**config.mk**
```make
export PLATFORM = sky130hd
export DESIGN_NAME = eqBootCtrl
export DESIGN_NICKNAME = d
export VERILOG_FILES = /design/src/rtl/eqBootPkg.sv /design/src/rtl/eqBootFsm.sv /design/src/rtl/eqBootRegs.sv /design/src/rtl/eqBootCtrl.sv
export SDC_FILE = /design/constraint.sdc
export NUM_CORES = 1
export LEC_CHECK = 0
export ABC_AREA = 1
export BUFFER_PORTS_ARGS = -buffer_cell sky130_fd_sc_hd__buf_2
export CAP_MARGIN = 20
export CORE_MARGIN = 2
export CORE_UTILIZATION = 45
export CTS_BUF_LIST = sky130_fd_sc_hd__clkbuf_2 sky130_fd_sc_hd__clkbuf_4 sky130_fd_sc_hd__clkbuf_8
export DETAILED_ROUTE_END_ITERATION = 8
export PLACE_DENSITY = 0.75
export SETUP_SLACK_MARGIN = 0.05
export SLEW_MARGIN = 10
export SYNTH_ARGS = -nofsm -noshare
export SYNTH_HDL_FRONTEND = slang
export SYNTH_SLANG_ARGS = --single-unit
```
**constraint.sdc**
```tcl
create_clock -name clk -period 1.63 [get_ports clk]
set_clock_uncertainty 0.05 [all_clocks]
set_input_delay 0.0815 -clock clk [delete_from_list [all_inputs] [get_ports clk]]
set_output_delay 0.0815 -clock clk [all_outputs]
set_load 0.02 [all_outputs]
```
**src/rtl/eqBootPkg.sv**
```systemverilog
package eqBootPkg;
  typedef enum logic [1:0] {ST_CLEAR, ST_WAIT, ST_RUN} bootState_t;

  typedef struct packed {
    logic loadDflt;
    logic wrCtrl;
    logic wrBass;
    logic wrTreble;
    logic wrMix1;
    logic wrMix2;
    logic wrVol;
  } regStrobe_t;

  localparam int REG_CTRL   = 0;
  localparam int REG_BASS   = 1;
  localparam int REG_TREBLE = 2;
  localparam int REG_MIX1   = 3;
  localparam int REG_MIX2   = 4;
  localparam int REG_VOL    = 5;

  localparam logic [7:0] CTRL_BOOT  = 8'h80;
  localparam logic [7:0] TONE_FLAT  = 8'h00;
  localparam logic [7:0] GAIN_UNITY = 8'h00;
  localparam logic [7:0] GAIN_MUTE  = 8'hFF;
  localparam int TAPS_PER_BAND = 5;
endpackage

```
**src/rtl/eqBootFsm.sv**
```systemverilog
module eqBootFsm
  import eqBootPkg::*;
#(
  parameter int NUM_BANDS   = 4,
  parameter int COEF_W      = 16,
  parameter int INIT_CYCLES = 12,
  parameter int UNITY_COEF  = 16384,
  localparam int DEPTH   = NUM_BANDS * TAPS_PER_BAND,
  localparam int RAM_AW  = $clog2(DEPTH),
  localparam int HADDR_W = RAM_AW + 1
) (
  input  logic               clk,
  input  logic               rst,
  input  logic               hostWrEn,
  input  logic [HADDR_W-1:0] hostAddr,
  input  logic [COEF_W-1:0]  hostData,
  input  logic               fastLoad,
  output logic               initDone,
  output logic               hostAccept,
  output logic               hostErr,
  output logic               ramWe,
  output logic [RAM_AW-1:0]  ramAddr,
  output logic [COEF_W-1:0]  ramData,
  output regStrobe_t         strobe
);
  localparam int CLR_W = $clog2(DEPTH + 1);
  localparam int WT_W  = $clog2(INIT_CYCLES + 1);
  localparam int CNT_W = (CLR_W > WT_W) ? CLR_W : WT_W;

  bootState_t        state;
  logic [CNT_W-1:0]  cnt;
  logic              clearWe;
  logic              isRam;
  logic [RAM_AW-1:0] idx;
  logic              legal;
  logic              regLegal;

  always_ff @(posedge clk) begin
    if (rst) begin
      state <= ST_CLEAR;
      cnt   <= '0;
    end else begin
      case (state)
        ST_CLEAR: begin
          if (cnt == CNT_W'(DEPTH - 1)) begin
            state <= ST_WAIT;
            cnt   <= '0;
          end else begin
            cnt <= cnt + 1'b1;
          end
        end
        ST_WAIT: begin
          if (cnt == CNT_W'(INIT_CYCLES - 1)) begin
            state <= ST_RUN;
            cnt   <= '0;
          end else begin
            cnt <= cnt + 1'b1;
          end
        end
        default: cnt <= '0;
      endcase
    end
  end

  assign initDone = (state == ST_RUN);
  assign clearWe  = (state == ST_CLEAR) && !rst;
  assign isRam    = hostAddr[HADDR_W-1];
  assign idx      = hostAddr[RAM_AW-1:0];

  always_comb begin
    case (idx)
      RAM_AW'(REG_CTRL), RAM_AW'(REG_MIX1),
      RAM_AW'(REG_MIX2), RAM_AW'(REG_VOL):   regLegal = 1'b1;
      RAM_AW'(REG_BASS), RAM_AW'(REG_TREBLE): regLegal = !fastLoad;
      default:                                regLegal = 1'b0;
    endcase
    legal = isRam ? ({1'b0, idx} < HADDR_W'(DEPTH)) : regLegal;
  end

  assign hostAccept = hostWrEn && initDone && legal;
  assign hostErr    = hostWrEn && initDone && !legal;

  always_comb begin
    strobe          = '0;
    strobe.loadDflt = (state == ST_WAIT) && (cnt == CNT_W'(INIT_CYCLES - 1)) && !rst;
    if (hostAccept && !isRam) begin
      strobe.wrCtrl   = (idx == RAM_AW'(REG_CTRL));
      strobe.wrBass   = (idx == RAM_AW'(REG_BASS));
      strobe.wrTreble = (idx == RAM_AW'(REG_TREBLE));
      strobe.wrMix1   = (idx == RAM_AW'(REG_MIX1));
      strobe.wrMix2   = (idx == RAM_AW'(REG_MIX2));
      strobe.wrVol    = (idx == RAM_AW'(REG_VOL));
    end
  end

  always_comb begin
    if (clearWe) begin
      ramWe   = 1'b1;
      ramAddr = cnt[RAM_AW-1:0];
      ramData = ((cnt % CNT_W'(TAPS_PER_BAND)) == '0) ? COEF_W'(UNITY_COEF) : '0;
    end else begin
      ramWe   = hostAccept && isRam;
      ramAddr = idx;
      ramData = hostData;
    end
  end
endmodule

```
**src/rtl/eqBootRegs.sv**
```systemverilog
module eqBootRegs
  import eqBootPkg::*;
(
  input  logic       clk,
  input  logic       rst,
  input  regStrobe_t strobe,
  input  logic [7:0] wrData,
  input  logic       initDone,
  input  logic       audioInValid,
  output logic       fastLoad,
  output logic       audioRun,
  output logic       audioAccept,
  output logic [7:0] ctrlReg,
  output logic [7:0] bassLvl,
  output logic [7:0] trebleLvl,
  output logic [7:0] mix1Gain,
  output logic [7:0] mix2Gain,
  output logic [7:0] volLvl
);
  always_ff @(posedge clk) begin
    if (rst) begin
      ctrlReg   <= CTRL_BOOT;
      bassLvl   <= TONE_FLAT;
      trebleLvl <= TONE_FLAT;
      mix1Gain  <= GAIN_UNITY;
      mix2Gain  <= GAIN_MUTE;
      volLvl    <= GAIN_MUTE;
    end else begin
      if (strobe.loadDflt) begin
        ctrlReg[7] <= 1'b1;
        bassLvl    <= TONE_FLAT;
        trebleLvl  <= TONE_FLAT;
        mix1Gain   <= GAIN_UNITY;
        mix2Gain   <= GAIN_MUTE;
        volLvl     <= GAIN_MUTE;
      end
      if (strobe.wrCtrl) begin
        // mode bit can only fall; only reset raises it again
        ctrlReg <= {ctrlReg[7] & wrData[7], wrData[6:0]};
      end
      if (strobe.wrBass)   bassLvl   <= wrData;
      if (strobe.wrTreble) trebleLvl <= wrData;
      if (strobe.wrMix1)   mix1Gain  <= wrData;
      if (strobe.wrMix2)   mix2Gain  <= wrData;
      if (strobe.wrVol)    volLvl    <= wrData;
    end
  end

  assign fastLoad    = ctrlReg[7];
  assign audioRun    = initDone && !fastLoad;
  assign audioAccept = audioRun && audioInValid;
endmodule

```
**src/rtl/eqBootCtrl.sv**
```systemverilog
module eqBootCtrl
  import eqBootPkg::*;
#(
  parameter int NUM_BANDS   = 4,
  parameter int COEF_W      = 16,
  parameter int INIT_CYCLES = 12,
  parameter int UNITY_COEF  = 16384,
  localparam int DEPTH   = NUM_BANDS * TAPS_PER_BAND,
  localparam int RAM_AW  = $clog2(DEPTH),
  localparam int HADDR_W = RAM_AW + 1
) (
  input  logic               clk,
  input  logic               rst,
  input  logic               hostWrEn,
  input  logic [HADDR_W-1:0] hostAddr,
  input  logic [COEF_W-1:0]  hostData,
  output logic               hostAccept,
  output logic               hostErr,
  output logic               ramWe,
  output logic [RAM_AW-1:0]  ramAddr,
  output logic [COEF_W-1:0]  ramData,
  input  logic               audioInValid,
  output logic               audioRun,
  output logic               audioAccept,
  output logic               initDone,
  output logic               fastLoad,
  output logic [7:0]         ctrlReg,
  output logic [7:0]         bassLvl,
  output logic [7:0]         trebleLvl,
  output logic [7:0]         mix1Gain,
  output logic [7:0]         mix2Gain,
  output logic [7:0]         volLvl
);
  regStrobe_t strobe;

  eqBootFsm #(
    .NUM_BANDS(NUM_BANDS), .COEF_W(COEF_W),
    .INIT_CYCLES(INIT_CYCLES), .UNITY_COEF(UNITY_COEF)
  ) i_fsm (
    .clk(clk), .rst(rst), .hostWrEn(hostWrEn), .hostAddr(hostAddr),
    .hostData(hostData), .fastLoad(fastLoad), .initDone(initDone),
    .hostAccept(hostAccept), .hostErr(hostErr), .ramWe(ramWe),
    .ramAddr(ramAddr), .ramData(ramData), .strobe(strobe)
  );

  eqBootRegs i_regs (
    .clk(clk), .rst(rst), .strobe(strobe), .wrData(hostData[7:0]),
    .initDone(initDone), .audioInValid(audioInValid), .fastLoad(fastLoad),
    .audioRun(audioRun), .audioAccept(audioAccept), .ctrlReg(ctrlReg),
    .bassLvl(bassLvl), .trebleLvl(trebleLvl), .mix1Gain(mix1Gain),
    .mix2Gain(mix2Gain), .volLvl(volLvl)
  );
endmodule

```
==> reports/results.txt <==
Tcrit/Tclk final - 99.7%
DIE WIDTH - 80.2 um
H-tree depth - 2
Post-Synthesis Cells - 370
DR iter-0 viols - 156
final antenna diode count - 0
pwr/cell area - 656 nW/um2
syn_nets - 398
top-area cell type share of the netlist area - 42.2%
Final #Nets - 528
post-route cell area - 3760 um2
ranking of synthesized cells by area - dfxtp_1 (42%), nand2_1 (15%), nand3_1 (6.5%), a21oi_1 (6.1%), inv_1 (5.6%)
largest net degree at the start of global routing - 36
Req. time, crit path - 1500 ps
Final Hold Viols - 0
Yosys cell types - 29
port bufs - 101
Slew Viols, Final - 0
Detail Route met2 WL - 3.94 mm
area growth from synthesis to layout - 43.9%
clk sinks - 55
worst hold-check path type - primary input to flip-flop
initial antenna violation count - 0
clock buffer count from CTS - 5
final setup fails - 0
RSZ-0062 raised after global routing - true
Post-synth EDFFs - 0
Syn Area/Cell - 7.05 um2
Most used DFF post-synth - dfxtp_1
worst slew pin tran - 409 ps
first-pass GRT wire length - 11.9 mm
Async S/R FF share, synth - 0%
Cells after DPL - 546
WL/cell - 13.7 um
Die Area - 6420 um2
FILL cells - 466
top layer in use - met4
grt ovf - 0
status - completed
maximum clock frequency - 615 MHz
DRT antenna net count - 0
hpwl dp - 5.25 mm
WL met3 - 459 um
CTS Buffer Depth - 2
GPL Wtd Cong - 0.835
vias per cell - 5.05
Non-Filler Instances - 573
Clk Latency, worst-skew pair - 300 ps
LEAKAGE - 1.83 nW
Cell Area, Synth - 2610 um2
drc violations - 0
Synth area leader - dfxtp_1
slowest stage cell, crit path - dfxtp_2
crit-path max FO - 5
Synth warnings - 0
GRT Overall Usage - 23.4%
Cell Rows - 27
crit start category - flip-flop
Arr. time, crit path - 1490 ps
DR pass1 iterations - 4
most frequent CP cell - o21ai_2
Die H - 80.2 um
Initial Util - 47.1%
crit-path max cell delay - 330 ps
sequential area share after synthesis - 42.2%
core area - 5540 um2
drt total wl - 7.84 mm
Max IR drop VDD - 0.434 mV
setup_tns - 0 ps
Placed Area - 3290 um2
Tmin final - 1630 ps
vias in the first global route - 2567
I/O pin cnt - 102
share of cells above drive strength 1 - 41.3%
Root Driver - clkbuf_8
CTS tree - built
maxcap violations - 0
FF+latch count, synth - 55
clock-pin slew on the worst setup and hold paths - 100 ps
DR vias - 2893
Crit Path Category - flip-flop to output pin
Worst Setup End Kind - output pin
CP cell instances - buf_6 -> o21ai_2 -> o21ai_2 -> xor2_1 -> o31ai_1 -> buf_2
top-count cell post-synth - nand2_1
wl on met1 - 3.32 mm
synth cell count leaders - nand2_1 (102), dfxtp_1 (55), inv_1 (39), nand3_1 (34), nor2_1 (33)
Slew Limit Headroom - 72.7%
-- worst max-delay path, delay by kind of cell, from the launching register on --
| kind | cells | cell delay [ps] |
|---|---|---|
| AOI/OAI and AO/OA | 3 | 400 |
| xor gates and xnor gates | 1 | 140 |
| buffers and inverters | 2 | 320 |
| DFF | 1 | 330 |
-- layer usage --
metal  GRT usage (%)  vias up
met3            4.27       12
met5               0        -
met2            40.2      106
met1            30.0     1335
li1                -     1440
met4            6.61        0
-- sequential cells by signal, summed over array words and instances, names as in the netlist --
name              cells
i_regs.bassLvl        8
i_regs.ctrlReg        8
i_regs.mix1Gain       8
i_regs.mix2Gain       8
i_regs.trebleLvl      8
i_regs.volLvl         8
i_fsm.cnt             5
i_fsm.state           2
-- path summary, 6_finish.rpt --
| path | slack (ps) | start | cells after the start | endpoint |
|---|---|---|---|---|
| hold / removal | 20 | hostData[5] | 3 | i_regs.bassLvl[5] |
| hold reg to reg | 420 | i_regs.ctrlReg[5] | 2 | i_regs.ctrlReg[5] |
| setup / recovery | 5 | i_fsm.cnt[2] | 6 | ramData[14] |
| setup reg to reg | 90 | i_fsm.state[1] | 9 | i_regs.bassLvl[7] |
-- kinds of logic after synthesis --
kind of cell / after synthesis / share of synthesized area (%)
and+or+nand+nor: 205 / 38.0
AOI/OAI and AO/OA: 46 / 9.01
adders and majority gates: 2 / 0.959
DFF: 55 / 42.2
buffers and inverters: 58 / 8.53
xor gates and xnor gates: 4 / 1.34
-- area by class of cell --
type / count / area (um2) / share of cell area (%)
Clock buffer: 6 / 76.3 / 2.03
Clock inverter: 2 / 16.3 / 0.433
Inverter: 45 / 181 / 4.83
Multi-Input combinational cell: 257 / 1420 / 37.8
Sequential cell: 55 / 1110 / 29.6
Tap cell: 72 / 90.1 / 2.40
Timing Repair Buffer: 136 / 857 / 22.8
-- where the power goes --
group	internal [W]	switching (W)	total, W
registers	0.00135	0.00000385	0.00135
clock network	0.000326	0.000452	0.000778
logic	0.000124	0.000209	0.000333
-- stage by stage --
stage,total power (W),hold WS (ps),utilization (%),worst slack [ps]
global route,0.00256,12.1,67.8,-40.6
detailed placement,0.00166,330,59.4,-50.4
CTS,0.00244,14.3,63.2,5.99
floorplan,0.00154,174,-,77.6
global placement,0.00165,323,59.4,61.9
finish,0.00246,16.3,67.8,4.51
-- cells in the final DEF (no fill, tap or decap), types with 4 or more instances in the layout --
cell and instances:
nand3_2 6, inv_1 31, o21ai_0 5, inv_2 9
a21oi_2 6, buf_4 29, clkbuf_8 5, nor2_1 23
nor2_2 5, nand3_1 31, o21ai_1 4, a21oi_1 26
nand2_2 7, nor2_4 10, buf_6 11, nand2_1 96
buf_2 93, dfxtp_1 47, nand3b_1 16, dfxtp_2 7
-- timing repair --
action	CTS	global route
setup buffers	5	11
hold buffers	1	0
gates cloned	1	1
hold endpoints to repair	1	0
gates resized for setup	24	62
endpoints found under the setup margin	54	62
pin swaps	4	22
Note: power is estimated with default switching activity, not from simulation.
